===== config.mk =====
export PLATFORM = sky130hd
export DESIGN_NAME = spi_regport
export DESIGN_NICKNAME = d
export VERILOG_FILES = /design/src/rtl/spi_regport.sv
export SDC_FILE = /design/constraint.sdc
export NUM_CORES = 1
export LEC_CHECK = 0
export BUFFER_PORTS_ARGS = -buffer_cell sky130_fd_sc_hd__buf_2
export CAP_MARGIN = 15
export CORE_ASPECT_RATIO = 1.5
export CORE_MARGIN = 3
export CORE_UTILIZATION = 58
export CTS_BUF_LIST = sky130_fd_sc_hd__clkbuf_8
export CTS_CLUSTER_DIAMETER = 120
export DETAILED_ROUTE_END_ITERATION = 6
export GPL_ROUTABILITY_DRIVEN = 0
export GPL_TIMING_DRIVEN = 0
export PLACE_DENSITY = 0.86
export SKIP_LAST_GASP = 1
export SLEW_MARGIN = 5
export SYNTH_ARGS = -nofsm -noshare
export SYNTH_HDL_FRONTEND = slang
export SYNTH_SLANG_ARGS = --single-unit

===== constraint.sdc =====
create_clock -name clk -period 2.3 [get_ports clk]
set_input_delay 0.115 -clock clk [delete_from_list [all_inputs] [get_ports clk]]
set_output_delay 0.115 -clock clk [all_outputs]
set_load 0.005 [all_outputs]

===== src/rtl/spi_regport.sv =====
module spi_regport #(
  parameter int DW   = 8,
  parameter int SYNC = 2
) (
  input  logic          clk,
  input  logic          rst_n,
  input  logic [1:0]    mode_sel,
  input  logic          rd_n,
  input  logic          wr_n,
  input  logic          strap_cpol,
  input  logic          strap_cpha,
  input  logic          strap_cs_high,
  input  logic          strap_ste,
  input  logic          sclk,
  input  logic          mosi,
  input  logic          cs_pin,
  output logic          miso,
  output logic          miso_oe,
  output logic [DW-2:0] reg_addr,
  output logic [DW-1:0] reg_wdata,
  output logic          reg_we,
  input  logic [DW-1:0] reg_rdata
);
  localparam int AW = DW - 1;
  localparam int CW = $clog2(DW);

  logic en_q, cpol_q, cpha_q, csh_q, ste_q;
  logic [SYNC:0]   sclk_p;
  logic [SYNC-1:0] mosi_p, cs_p;
  logic [CW-1:0]   bitcnt;
  logic [DW-1:0]   rx_sr, tx_sr, wdata_q;
  logic [AW-1:0]   ptr;
  logic miso_q, in_data, is_read, byte_done, load_pend, we_q;
  logic cs_raw, cs_s, rise, fall, lead, trail, samp, shft;

  always_ff @(posedge clk)
    if (!rst_n) begin
      en_q   <= (mode_sel == 2'b00) && !rd_n && !wr_n;
      cpol_q <= strap_cpol;
      cpha_q <= strap_cpha;
      csh_q  <= strap_cs_high;
      ste_q  <= strap_ste;
    end

  always_ff @(posedge clk)
    if (!rst_n) begin
      sclk_p <= '0;
      mosi_p <= '0;
      cs_p   <= '0;
    end else begin
      sclk_p <= {sclk_p[SYNC-1:0], sclk};
      mosi_p <= {mosi_p[SYNC-2:0], mosi};
      cs_p   <= {cs_p[SYNC-2:0], cs_raw};
    end

  assign cs_raw = en_q && (cs_pin == csh_q);
  assign cs_s   = cs_p[SYNC-1];
  assign rise   = sclk_p[SYNC-1] & ~sclk_p[SYNC];
  assign fall   = ~sclk_p[SYNC-1] & sclk_p[SYNC];
  assign lead   = cpol_q ? fall : rise;
  assign trail  = cpol_q ? rise : fall;
  assign samp   = cs_s && (cpha_q ? trail : lead);
  assign shft   = cs_s && (cpha_q ? lead : trail);

  always_ff @(posedge clk)
    if (!rst_n) begin
      bitcnt    <= '0;
      rx_sr     <= '0;
      tx_sr     <= '0;
      wdata_q   <= '0;
      ptr       <= '0;
      miso_q    <= 1'b0;
      in_data   <= 1'b0;
      is_read   <= 1'b0;
      byte_done <= 1'b0;
      load_pend <= 1'b0;
      we_q      <= 1'b0;
    end else begin
      if (we_q) begin
        we_q <= 1'b0;
        ptr  <= ptr + 1'b1;
      end
      if (!cs_s) begin
        bitcnt    <= '0;
        in_data   <= 1'b0;
        is_read   <= 1'b0;
        tx_sr     <= '0;
        miso_q    <= 1'b0;
        byte_done <= 1'b0;
        load_pend <= 1'b0;
      end else begin
        byte_done <= 1'b0;
        if (samp) begin
          rx_sr     <= {rx_sr[DW-2:0], mosi_p[SYNC-1]};
          bitcnt    <= (bitcnt == CW'(DW-1)) ? '0 : bitcnt + 1'b1;
          byte_done <= (bitcnt == CW'(DW-1));
        end
        if (shft) begin
          if (cpha_q) begin
            miso_q <= tx_sr[DW-1];
            tx_sr  <= tx_sr << 1;
          end else if (bitcnt != '0) begin
            tx_sr  <= tx_sr << 1;
          end
        end
        if (byte_done) begin
          if (!in_data) begin
            in_data   <= 1'b1;
            is_read   <= rx_sr[DW-1];
            ptr       <= rx_sr[AW-1:0];
            load_pend <= rx_sr[DW-1];
          end else if (is_read) begin
            load_pend <= 1'b1;
          end else begin
            we_q    <= 1'b1;
            wdata_q <= rx_sr;
          end
        end
        if (load_pend) begin
          load_pend <= 1'b0;
          tx_sr     <= reg_rdata;
          ptr       <= ptr + 1'b1;
        end
      end
    end

  assign miso      = cpha_q ? miso_q : tx_sr[DW-1];
  assign miso_oe   = cs_raw && (!ste_q || in_data);
  assign reg_addr  = ptr;
  assign reg_we    = we_q;
  assign reg_wdata = wdata_q;

  a_r6_we_single: assert property (@(posedge clk) disable iff (!rst_n)
    reg_we |=> !reg_we);
  a_r7_addr_step: assert property (@(posedge clk) disable iff (!rst_n)
    reg_we |=> reg_addr == AW'($past(reg_addr) + 1'b1));
  a_r1_quiet_when_off: assert property (@(posedge clk) disable iff (!rst_n)
    !en_q |-> !reg_we && !miso_oe);
  a_r2_straps_held: assert property (@(posedge clk) disable iff (!rst_n)
    rst_n |=> $stable({en_q, cpol_q, cpha_q, csh_q, ste_q}));
  a_r10_deselect_clears: assert property (@(posedge clk) disable iff (!rst_n)
    !cs_s |=> bitcnt == '0 && !in_data);
endmodule


Yosys cells after proc, flatten, opt, wreduce, memory -nomap -nowiden. Index checks and enable logic that the tools add are counted.

Bits of input ports: 21. Register bits: 52.

Reductions and logical operators: 23. Equal/unequal tests: 2. Multiplexer cells: 18. Bitwise operators: 9. Add/subtract/negate cells: 2.

Operators by type and width (number): 7-bit two-way mux (5); 8-bit two-way mux (4); 2-bit AND reduction (5); 1-bit two-way mux (8); 4-bit AND reduction (2); 7-bit by 1-bit adder with 7-bit output, second input constant (1); 1-bit NOT (7); 1-bit logical AND (6); 3-bit nonzero test (2); 4-bit OR reduction (1); 3-bit by 1-bit adder with 3-bit output, second input constant (1); 3-bit == test, second input constant (1); 1-bit logical NOT (3); 3-bit two-way mux (1); 3-bit AND reduction (1); 1-bit bitwise AND (2); 2-bit logical NOT (1); 2-bit nonzero test (1); 1-bit == test (1); 1-bit logical OR (1).

Longest topological paths before layout. Gate-level depths: netlist of run 1.

Depth in word-level cells: 7. Gate-level depth with buffers: 6. Gate-level depth less buffers: 6.

Least setup slack after synthesis of run 1. OpenSTA, ideal clock, no wires.

Path kind: register to register. Start point: register cpol_q. End point: register tx_sr[1]. Cell stages (with the launch flop): 5. Arrival: 1.554 ns. Slack: 0.655 ns. Library setup time: 0.091 ns. Required time: 2.209 ns. Period minus slack after synthesis: 1.645 ns. Cell sequence: edfxtp_1 -> or3b_1 -> a211oi_2 -> o211ai_1 -> a311oi_1.

Longest elaborated chain between the ends: 5. Elaborated cells between the ends (all ways): 6. Classes of those cells: mux (3); reduce/logical (3).

Ends and longest elaborated chain: start, declared (RTL line 27) `logic en_q, cpol_q, cpha_q, csh_q, ste_q;`; start signal, assigned (RTL line 39) `cpol_q <= strap_cpol;`; 1-bit two-way mux, on equally long branches (RTL line 61, 60); 1-bit two-way mux * (RTL line 63) `assign shft = cs_s && (cpha_q ? lead : trail);`; 1-bit logical AND * (RTL line 63); 2-bit nonzero test (no source line) *; 2-bit AND reduction (no source line) *; end signal, assigned (RTL line 101) `tx_sr <= tx_sr << 1;`; end signal, assigned (RTL line 103) `tx_sr <= tx_sr << 1;`; end signal, assigned (RTL line 121) `tx_sr <= reg_rdata;`; end, declared (RTL line 31) `logic [DW-1:0] rx_sr, tx_sr, wdata_q;`.

Every way passes the cells marked *; elsewhere a longest branch is shown, timed or not. A chain may end at the register's enable or synchronous reset.

Worst setup path after layout of run 1.
Start point: register cpol_q. End point: register tx_sr[5].

Same word-level chain as after synthesis.

==> qor.csv, run 1 <==
metric,value,unit
largest family of logic cells by synthesized area,simple AND/OR/NAND/NOR gates,
Num CTS Buffers,5,
power per cell area,574,nW/um^2
"Reg clk slew, reported paths",0.10,ns
core area,3780,um^2
sequential power share,59.8,%
CTS Buffer Depth,2,
largest cells by area after synthesis,"dfxtp_1 40%, edfxtp_1 6.4%, a21oi_1 6.1%, o21ai_0 4.7%, nand2_1 4.3%",
Final Hold Fails,0,
IO Port Bufs,38,
"delay-heaviest family, CP",compound AO/OA/AOI/OAI gates,
"EDFF count, synth",5,
First-pass DRT Iterations,5,
clk_lat worst skew,0.31,ns
fin crit period,1.89,ns
total grt overflow,0,
outcome,finished clean,
P_int,1.21,mW
worst hold slack,0.0111,ns
FILL cells,308,
FF/Latch Area,1090,um^2
sw frac,23.2,%
Die ar.,4890,um^2
period utilization,82.0,%
Die X-Extent,58.1,um
Slew headroom,46.8,%
final WL,5470,um
routed via count,2138,
fin nets,346,
RSZ-0062 raised after global routing,false,
layout cell share with drive strength beyond 1,15.2,%
vias per cell,5.86,
Ports,39,
Critical Path Fanout Max,7,
Post-Synth Simple-Gate Area,20.8,%
initial cell density of the core,62.4,%
P_sw,364,uW
"flops & latches, synth",52,
vias in the first global route,2050,
syn avg cell area,8.68,um^2
root buf cell,clkbuf_8,
largest area contributor in the netlist,dfxtp_1,
Diodes inserted,0,
post-CTS sizing,0,
worst path cell trace,"or3b_1, a211oi_2, o211ai_1, a311oi_1",
kind of critical path,reg -> reg,
Clock Skew,0.00748,ns
multiplexer share of the synthesized area,3.55,%
Synth Area in Compound Gates,20.1,%
Commonest cells post-synth,"47 x dfxtp_1, 29 x a21oi_1, 27 x nand2_1, 22 x o21ai_0, 20 x nand3_1",
Async SR Flop Fraction,0,%
Max rail drop VDD,0.000751,V
largest net degree at the start of global routing,16,
HP Class,in -> reg,
Post-CTS Setup Inserts,0,
Adder-Cell Fraction of Synth Area,2.12,%
floorplan row count,27,
final setup violation count,0,
Area Growth Syn to Fin,16.0,%
footprint of the multi-input gates,1180,um^2
cell area after synthesis,2360,um^2
Gate Count Post-Synth,272,
WL per Instance,15.0,um
CP Capture Type,flop,
max cap viols,0,
slowest CP cell,a211oi_2,
Setup TNS Final,0,ns
Syn. warnings,0,
DR iter-0 viols,128,
Die Span Y,84.1,um
"Seq/Total Area, Yosys",46.2,%
Slew Limit Fails,0,
share of Yosys cell area claimed by the top area cell type,39.9,%
DRC viols,0,
Worst Setup Start Kind,flop,
CTS tree,built,
Clock Power Share,34.6,%
initial antenna violation count,0,
XOR/XNOR share of the synthesized area,3.34,%
first-pass GRT wire length,9090,um
top-count cell post-synth,dfxtp_1,
clock sinks,52,
Synth Flop Type,dfxtp_1,
critical path required time,2.52,ns
post-DP HPWL,3990,um
worst-margin pin slew,0.792,ns
hold buffer count at cts,4,
combinational power share,5.6,%
Leak,0.952,nW
distinct cell type count after synthesis,39,
H-tree levels,2,
post-detailed-route count of antenna-violating nets,0,
CP Buf/Inv Count,0,
Worst EP arrival,2.11,ns
Achievable Freq,530,MHz
GR Util All Layers,23.4,%
Crit path largest cell delay,0.49,ns
syn_nets,297,
==> state kept, by name (all words and copies together) (netlist names), 2 cells and up <==
register   flops
reg_wdata      8
rx_sr          8
tx_sr          8
reg_addr       7
bitcnt         3
sclk_p         3
cs_p           2
mosi_p         2
==> cells in the final DEF, fill, tap and decap left out, types with 2 or more instances in the layout <==
master,instances
inv_1,7
o211ai_1,8
buf_2,38
nand4_1,3
nor2_1,15
nor4b_1,3
a211oi_1,3
dfxtp_1,47
a311oi_1,7
mux2_2,3
and2_1,7
nand2_1,27
mux2i_1,5
o21ai_0,22
clkbuf_8,6
xor2_1,2
a21oi_1,29
nor2b_1,2
edfxtp_1,5
nor3b_1,3
ha_1,4
o21a_1,3
nand2b_1,3
nor3_1,5
dlygate4sd3_1,4
or3_1,3
nand3_1,20
clkbuf_1,17
xnor2_1,7
==> layer usage <==
layer / global-route usage (%) / wire length, um / vias to the layer above
met5: 0 / 0 / -
met4: 9.28 / 102 / 0
met3: 4.46 / 296 / 12
met2: 41.2 / 2810 / 69
met1: 27.3 / 2260 / 977
li1: - / - / 1080
==> layout make-up <==
type | count | area share, %
Buffer | 18 | 2.47
Clock buffer | 6 | 3.02
Clock inverter | 2 | 0.411
Inverter | 6 | 0.822
Multi-Input combinational cell | 196 | 43.1
Sequential cell | 52 | 39.8
Tap cell | 43 | 1.96
Timing Repair Buffer | 42 | 8.41
==> per-stage QoR <==
| step | instance area, um^2 | total power [mW] | std cells | utilization [%] | setup WS [ns] |
|---|---|---|---|---|---|
| after global placement | 2610 | 1.04 | 353 | 68.8 | 0.504 |
| after floorplan | 2360 | 1.00 | 272 | - | 0.655 |
| after detailed placement | 2610 | 1.04 | 353 | 68.8 | 0.464 |
| final | 2740 | 1.57 | 365 | 72.4 | 0.414 |
| after global routing | 2740 | 1.63 | 365 | 72.4 | 0.301 |
| after CTS | 2740 | 1.58 | 365 | 72.4 | 0.442 |
==> power by group through the flow <==
| stage | Clock [mW] | Combinational, mW | Sequential, mW |
|---|---|---|---|
| after global placement | 0 | 0.0800 | 0.959 |
| final | 0.544 | 0.0885 | 0.939 |
| after global routing | 0.588 | 0.0966 | 0.941 |
| after floorplan | 0 | 0.0472 | 0.957 |
| after CTS | 0.551 | 0.0882 | 0.939 |
| after detailed placement | 0 | 0.0827 | 0.960 |
==> kinds of logic after synthesis <==
group,Yosys count
buf+inv,24
simple gates,97
mux,8
compound gates,78
xor+xnor,9
fa+ha+maj,4
flops,52
==> worst paths after layout <==
check / from / endpoint / slack [ns] / cells past startpoint
max: cpol_q / tx_sr[5] / 0.41 / 4
min: sclk / sclk_p[0] / 0.01 / 2
max reg2reg: cpol_q / tx_sr[5] / 0.41 / 4
min reg2reg: cs_p[0] / cs_p[1] / 0.44 / 1
(Power assumes the default switching activity.)
==> run 2: changes to the inputs <==
CORE_UTILIZATION = 52   (was 58)
PLACE_DENSITY = 0.81   (was 0.86)
clock period = 1.53 ns   (was 2.3 ns; I/O delays follow)
==> qor.csv, run 2 (same netlist as run 1, synthesis figures left out) <==
metric,value,unit
outcome,"finished, violations left",
failing checks,negative setup slack,
clock sinks,52,
total grt overflow,0,
Slew Limit Fails,0,
most frequent cells in the layout,"42 x dfxtp_1, 39 x buf_2, 27 x nand2_1, 27 x a21oi_1, 19 x nand3_1",
Slew headroom,53.6,%
Ports,39,
RSZ-0062 raised after global routing,true,
Leak,1.05,nW
CP Capture Type,flop,
Final Hold Fails,0,
max cap viols,0,
Hold Path Origin,reg_rdata[0],
final setup violation count,19,
initial antenna violation count,0,
worst-margin pin slew,0.696,ns
Crit path largest cell delay,0.45,ns
Max rail drop VDD,0.000549,V
Hold Path Stages,3,
kind of critical path,reg -> reg,
power per cell area,867,nW/um^2
Achievable Freq,569,MHz
GR Util All Layers,23.3,%
FILL cells,362,
critical path required time,1.75,ns
DRC viols,0,
P_int,1.98,mW
DR iter-0 viols,178,
root buf cell,clkbuf_8,
fin crit period,1.76,ns
"delay-heaviest family, CP",compound AO/OA/AOI/OAI gates,
CTS Buffer Depth,2,
final cell count without fillers,373,
combinational power share,7.5,%
first-pass GRT wire length,9560,um
end point of the worst hold path,tx_sr[0],
Area Growth Syn to Fin,24.9,%
core area,4320,um^2
sw frac,22.6,%
largest net degree at the start of global routing,17,
Worst EP arrival,1.97,ns
reg2reg path depth,4,
Clock Skew,0.00513,ns
post-detailed-route count of antenna-violating nets,0,
CP Buf/Inv Count,0,
First-pass DRT Iterations,4,
Die X-Extent,61.0,um
vias per cell,5.95,
initial cell density of the core,54.7,%
post-DP HPWL,3890,um
WL per Instance,15.8,um
Die Span Y,88.5,um
H-tree levels,2,
vias in the first global route,2094,
placed cell count,356,
"Reg clk slew, reported paths",0.10,ns
IO Port Bufs,38,
R2R Setup Slk,-0.23,ns
HP Class,in -> reg,
floorplan row count,29,
reg-to-reg endpoint,tx_sr[5],
slowest CP cell,edfxtp_1,
clk_lat worst skew,0.31,ns
min setup slack post-route,-0.226,ns
final WL,5890,um
period utilization,115,%
routed via count,2220,
Critical R2R Launch,cpol_q,
Worst Setup Start Kind,flop,
Layout Utilization,68.3,%
Critical Path Fanout Max,7,
"commonest non-fill, non-tap cell in the layout",dfxtp_1,
Num CTS Buffers,5,
layout cell share with drive strength beyond 1,24.5,%
Die ar.,5400,um^2
fin nets,351,
Clock Power Share,37.2,%
P_sw,579,uW
sequential power share,55.3,%
CTS tree,built,
Diodes inserted,0,
worst path cell trace,"or3b_4, a211oi_4, o211ai_1, a311oi_1",
-- run 2: cell types whose count changed in the layout (fill, tap and decap cells not counted), sizes merged --
cell,change
bufinv,+1
buf,+6
clkbuf,-4
clkinvlp,-1
clkinv,+2
inv,-1
dlygate4sd3,+2
-- run 2: worst max path at each step --
stage | start | endpoint | slack [ns] | cells after the start
after global routing | cpol_q | tx_sr[2] | -0.32 | 4
after floorplan | cpol_q | tx_sr[1] | -0.11 | 4
after CTS | cpol_q | tx_sr[6] | -0.23 | 4
after global placement | cs_p[1] | tx_sr[7] | -0.23 | 4
after detailed placement | cpha_q | rx_sr[0] | -0.28 | 5
final | cpol_q | tx_sr[5] | -0.23 | 4
-- run 2: layer usage --
metal  global-route usage [%]  share of wire, %  vias to the layer above
li1                         -                 -                     1089
met1                     26.4                39                     1040
met2                     42.3                52                       75
met3                     4.23               5.5                       16
met4                     8.48               2.8                        0
met5                        0                 0                        -
-- run 2: cell type report --
cell class	count	area (um^2)	area share (%)
inverter	6	22.5	0.764
tap	46	57.6	1.95
sequential	52	1100	37.3
buffer	16	87.6	2.97
multi-input combinational	196	1270	43.0
clock inverter	3	42.5	1.44
clock buffer	5	68.8	2.33
timing repair buffer	49	303	10.3
-- run 2: metrics by stage --
stage / hold WS, ns / power [mW] / cell area [um^2] / worst slack, ns / TNS (ns)
after floorplan: 0.175 / 1.52 / 2390 / -0.110 / -0.955
after global placement: 0.253 / 1.58 / 2640 / -0.233 / -4.85
after detailed placement: 0.255 / 1.58 / 2640 / -0.277 / -5.55
after CTS: 0.0143 / 2.55 / 2890 / -0.225 / -3.20
after global routing: 0.0244 / 2.64 / 2950 / -0.324 / -4.69
final: 0.0117 / 2.56 / 2950 / -0.226 / -2.77
-- run 2: worst reg2reg max path: stages (launching register included) --
cell	delay, ns
edfxtp_1	0.45
or3b_4	0.43
a211oi_4	0.36
o211ai_1	0.14
a311oi_1	0.29
-- run 2: power by group through the flow --
stage | combinational, mW | sequential, mW | clock [mW]
final | 0.192 | 1.41 | 0.952
after global routing | 0.209 | 1.42 | 1.02
after CTS | 0.182 | 1.41 | 0.957
after detailed placement | 0.134 | 1.45 | 0
after global placement | 0.130 | 1.45 | 0
after floorplan | 0.0802 | 1.44 | 0
-- run 2: repair_timing --
item	in CTS	in global routing
buffers inserted	3	1
hold buffers	6	0
pin swaps	7	6
endpoints found under the setup margin	38	39
endpoints found under the hold margin	6	0
resized for setup	14	24
cloned	1	0
==> run 3: changes to the inputs <==
--- a/config.mk
+++ b/config.mk
@@ -22,2 +22,3 @@
 export SYNTH_HDL_FRONTEND = slang
 export SYNTH_SLANG_ARGS = --single-unit
+export TNS_END_PERCENT = 50
==> constraint.sdc (replaced) <==
create_clock -name clk -period 1.6 [get_ports clk]
set_input_delay 0.16 -clock clk [delete_from_list [all_inputs] [get_ports clk]]
set_output_delay 0.16 -clock clk [all_outputs]
set_load 0.005 [all_outputs]
==> qor.csv, run 3 (same netlist as run 1, synthesis figures left out) <==
metric,value,unit
routed via count,2201,
CTS Buffer Depth,2,
Final Hold Fails,0,
Worst Setup Start Kind,flop,
"commonest non-fill, non-tap cell in the layout",dfxtp_1,
floorplan row count,29,
outcome,"finished, violations left",
reg2reg path depth,4,
initial cell density of the core,54.7,%
Worst EP arrival,1.94,ns
total grt overflow,0,
Slew Limit Fails,0,
GR Util All Layers,23.2,%
RSZ-0062 raised after global routing,true,
post-detailed-route count of antenna-violating nets,0,
final setup violation count,18,
Leak,1.01,nW
Critical R2R Launch,cpol_q,
CTS tree,built,
Die ar.,5400,um^2
fin nets,344,
CP Capture Type,flop,
core area,4320,um^2
first-pass GRT wire length,9600,um
min setup slack post-route,-0.181,ns
post-DP HPWL,3910,um
kind of critical path,reg -> reg,
Clock Skew,0.0107,ns
Area Growth Syn to Fin,19.4,%
vias in the first global route,2096,
Critical Path Fanout Max,8,
IO Port Bufs,38,
First-pass DRT Iterations,5,
worst-margin pin slew,0.707,ns
WL per Instance,15.9,um
period utilization,111,%
clk_lat worst skew,0.31,ns
Num CTS Buffers,5,
DRC viols,0,
Ports,39,
H-tree levels,2,
Die Span Y,88.5,um
power per cell area,847,nW/um^2
reg-to-reg endpoint,tx_sr[2],
HP Class,in -> reg,
failing checks,negative setup slack,
initial antenna violation count,0,
Diodes inserted,0,
DR iter-0 viols,137,
clock sinks,52,
hold buffer count at cts,0,
"Reg clk slew, reported paths",0.10,ns
layout cell share with drive strength beyond 1,22.2,%
Hold Path Origin,strap_cpha,
root buf cell,clkbuf_8,
largest net degree at the start of global routing,16,
vias per cell,6.01,
final WL,5820,um
end point of the worst hold path,cpha_q,
Tot Pwr,2.39,mW
R2R Setup Slk,-0.18,ns
Layout Utilization,65.3,%
Max rail drop VDD,0.000604,V
fin crit period,1.78,ns
critical path required time,1.76,ns
Slew headroom,52.9,%
Hold Path Stages,1,
most frequent cells in the layout,"44 x dfxtp_1, 39 x buf_2, 29 x a21oi_1, 27 x nand2_1, 18 x nand3_1",
Achievable Freq,562,MHz
max cap viols,0,
Die X-Extent,61.0,um
[run 3: cell types whose count changed in the layout (fill, tap and decap cells not counted), moves of 2 or more]
cell           change
buf_4              +3
inv_1              +2
clkbuf_2           -3
a21oi_2            -2
o21ai_0            +2
dlygate4sd3_1      -6
clkbuf_1           +3
o21ai_1            -3
dfxtp_1            +2
a21oi_1            +2
buf_6              -3
[run 3: layer usage]
metal  global-route usage, %  vias up  share of wire (%)
li1                        -     1075                  -
met1                    27.3     1048                 41
met2                    39.0       63                 52
met3                    4.82       15                4.2
met4                    11.6        0                2.7
met5                       0        -                  0
[run 3: final cells by class]
type | count | area, um^2
timing repair buffer | 42 | 220
multi-input combinational | 196 | 1240
clock inverter | 3 | 37.5
inverter | 6 | 22.5
sequential | 52 | 1090
buffer | 16 | 80.1
clock buffer | 5 | 68.8
tap | 46 | 57.6
fill | 346 | 1500
[run 3: worst max path at each step]
stage / start / to / slack, ns / cells past startpoint
6_report: cpol_q / tx_sr[2] / -0.18 / 4
5_1_grt: cpol_q / tx_sr[2] / -0.23 / 4
4_1_cts: cpol_q / tx_sr[2] / -0.14 / 4
3_5_place_dp: cs_p[1] / tx_sr[7] / -0.19 / 4
3_3_place_gp: cs_p[1] / tx_sr[7] / -0.17 / 4
2_1_floorplan: cpol_q / tx_sr[1] / -0.04 / 4
[run 3: per-stage QoR]
stage                     area, um^2  hold WS (ns)  setup WS, ns  cells  setup TNS, ns
final                           2820        0.0184        -0.181    366          -1.60
after global routing            2820        0.0135        -0.230    366          -3.48
after CTS                       2780        0.0219        -0.137    366          -1.67
after detailed placement        2630         0.341        -0.190    356          -2.97
after global placement          2630         0.336        -0.167    356          -2.54
after floorplan                 2380         0.259       -0.0414    272         -0.331
[run 3: power breakdown]
part / internal, mW / switching, mW
clock network: 0.456 / 0.430
logic: 0.0681 / 0.0808
registers: 1.33 / 0.0174
total: 1.86 / 0.529
[run 3: critical path: stages, from the launching register on]
cell and delay [ns]:
edfxtp_1 0.44, or3b_4 0.42, a2111o_1 0.56, nand3_1 0.12, a311oi_1 0.10
[run 3: timing repair]
action                     4_1_cts  5_1_grt
gates resized for setup         13       20
pin swaps                        7        7
setup endpoints to repair       30       35
buffers inserted                 2        2
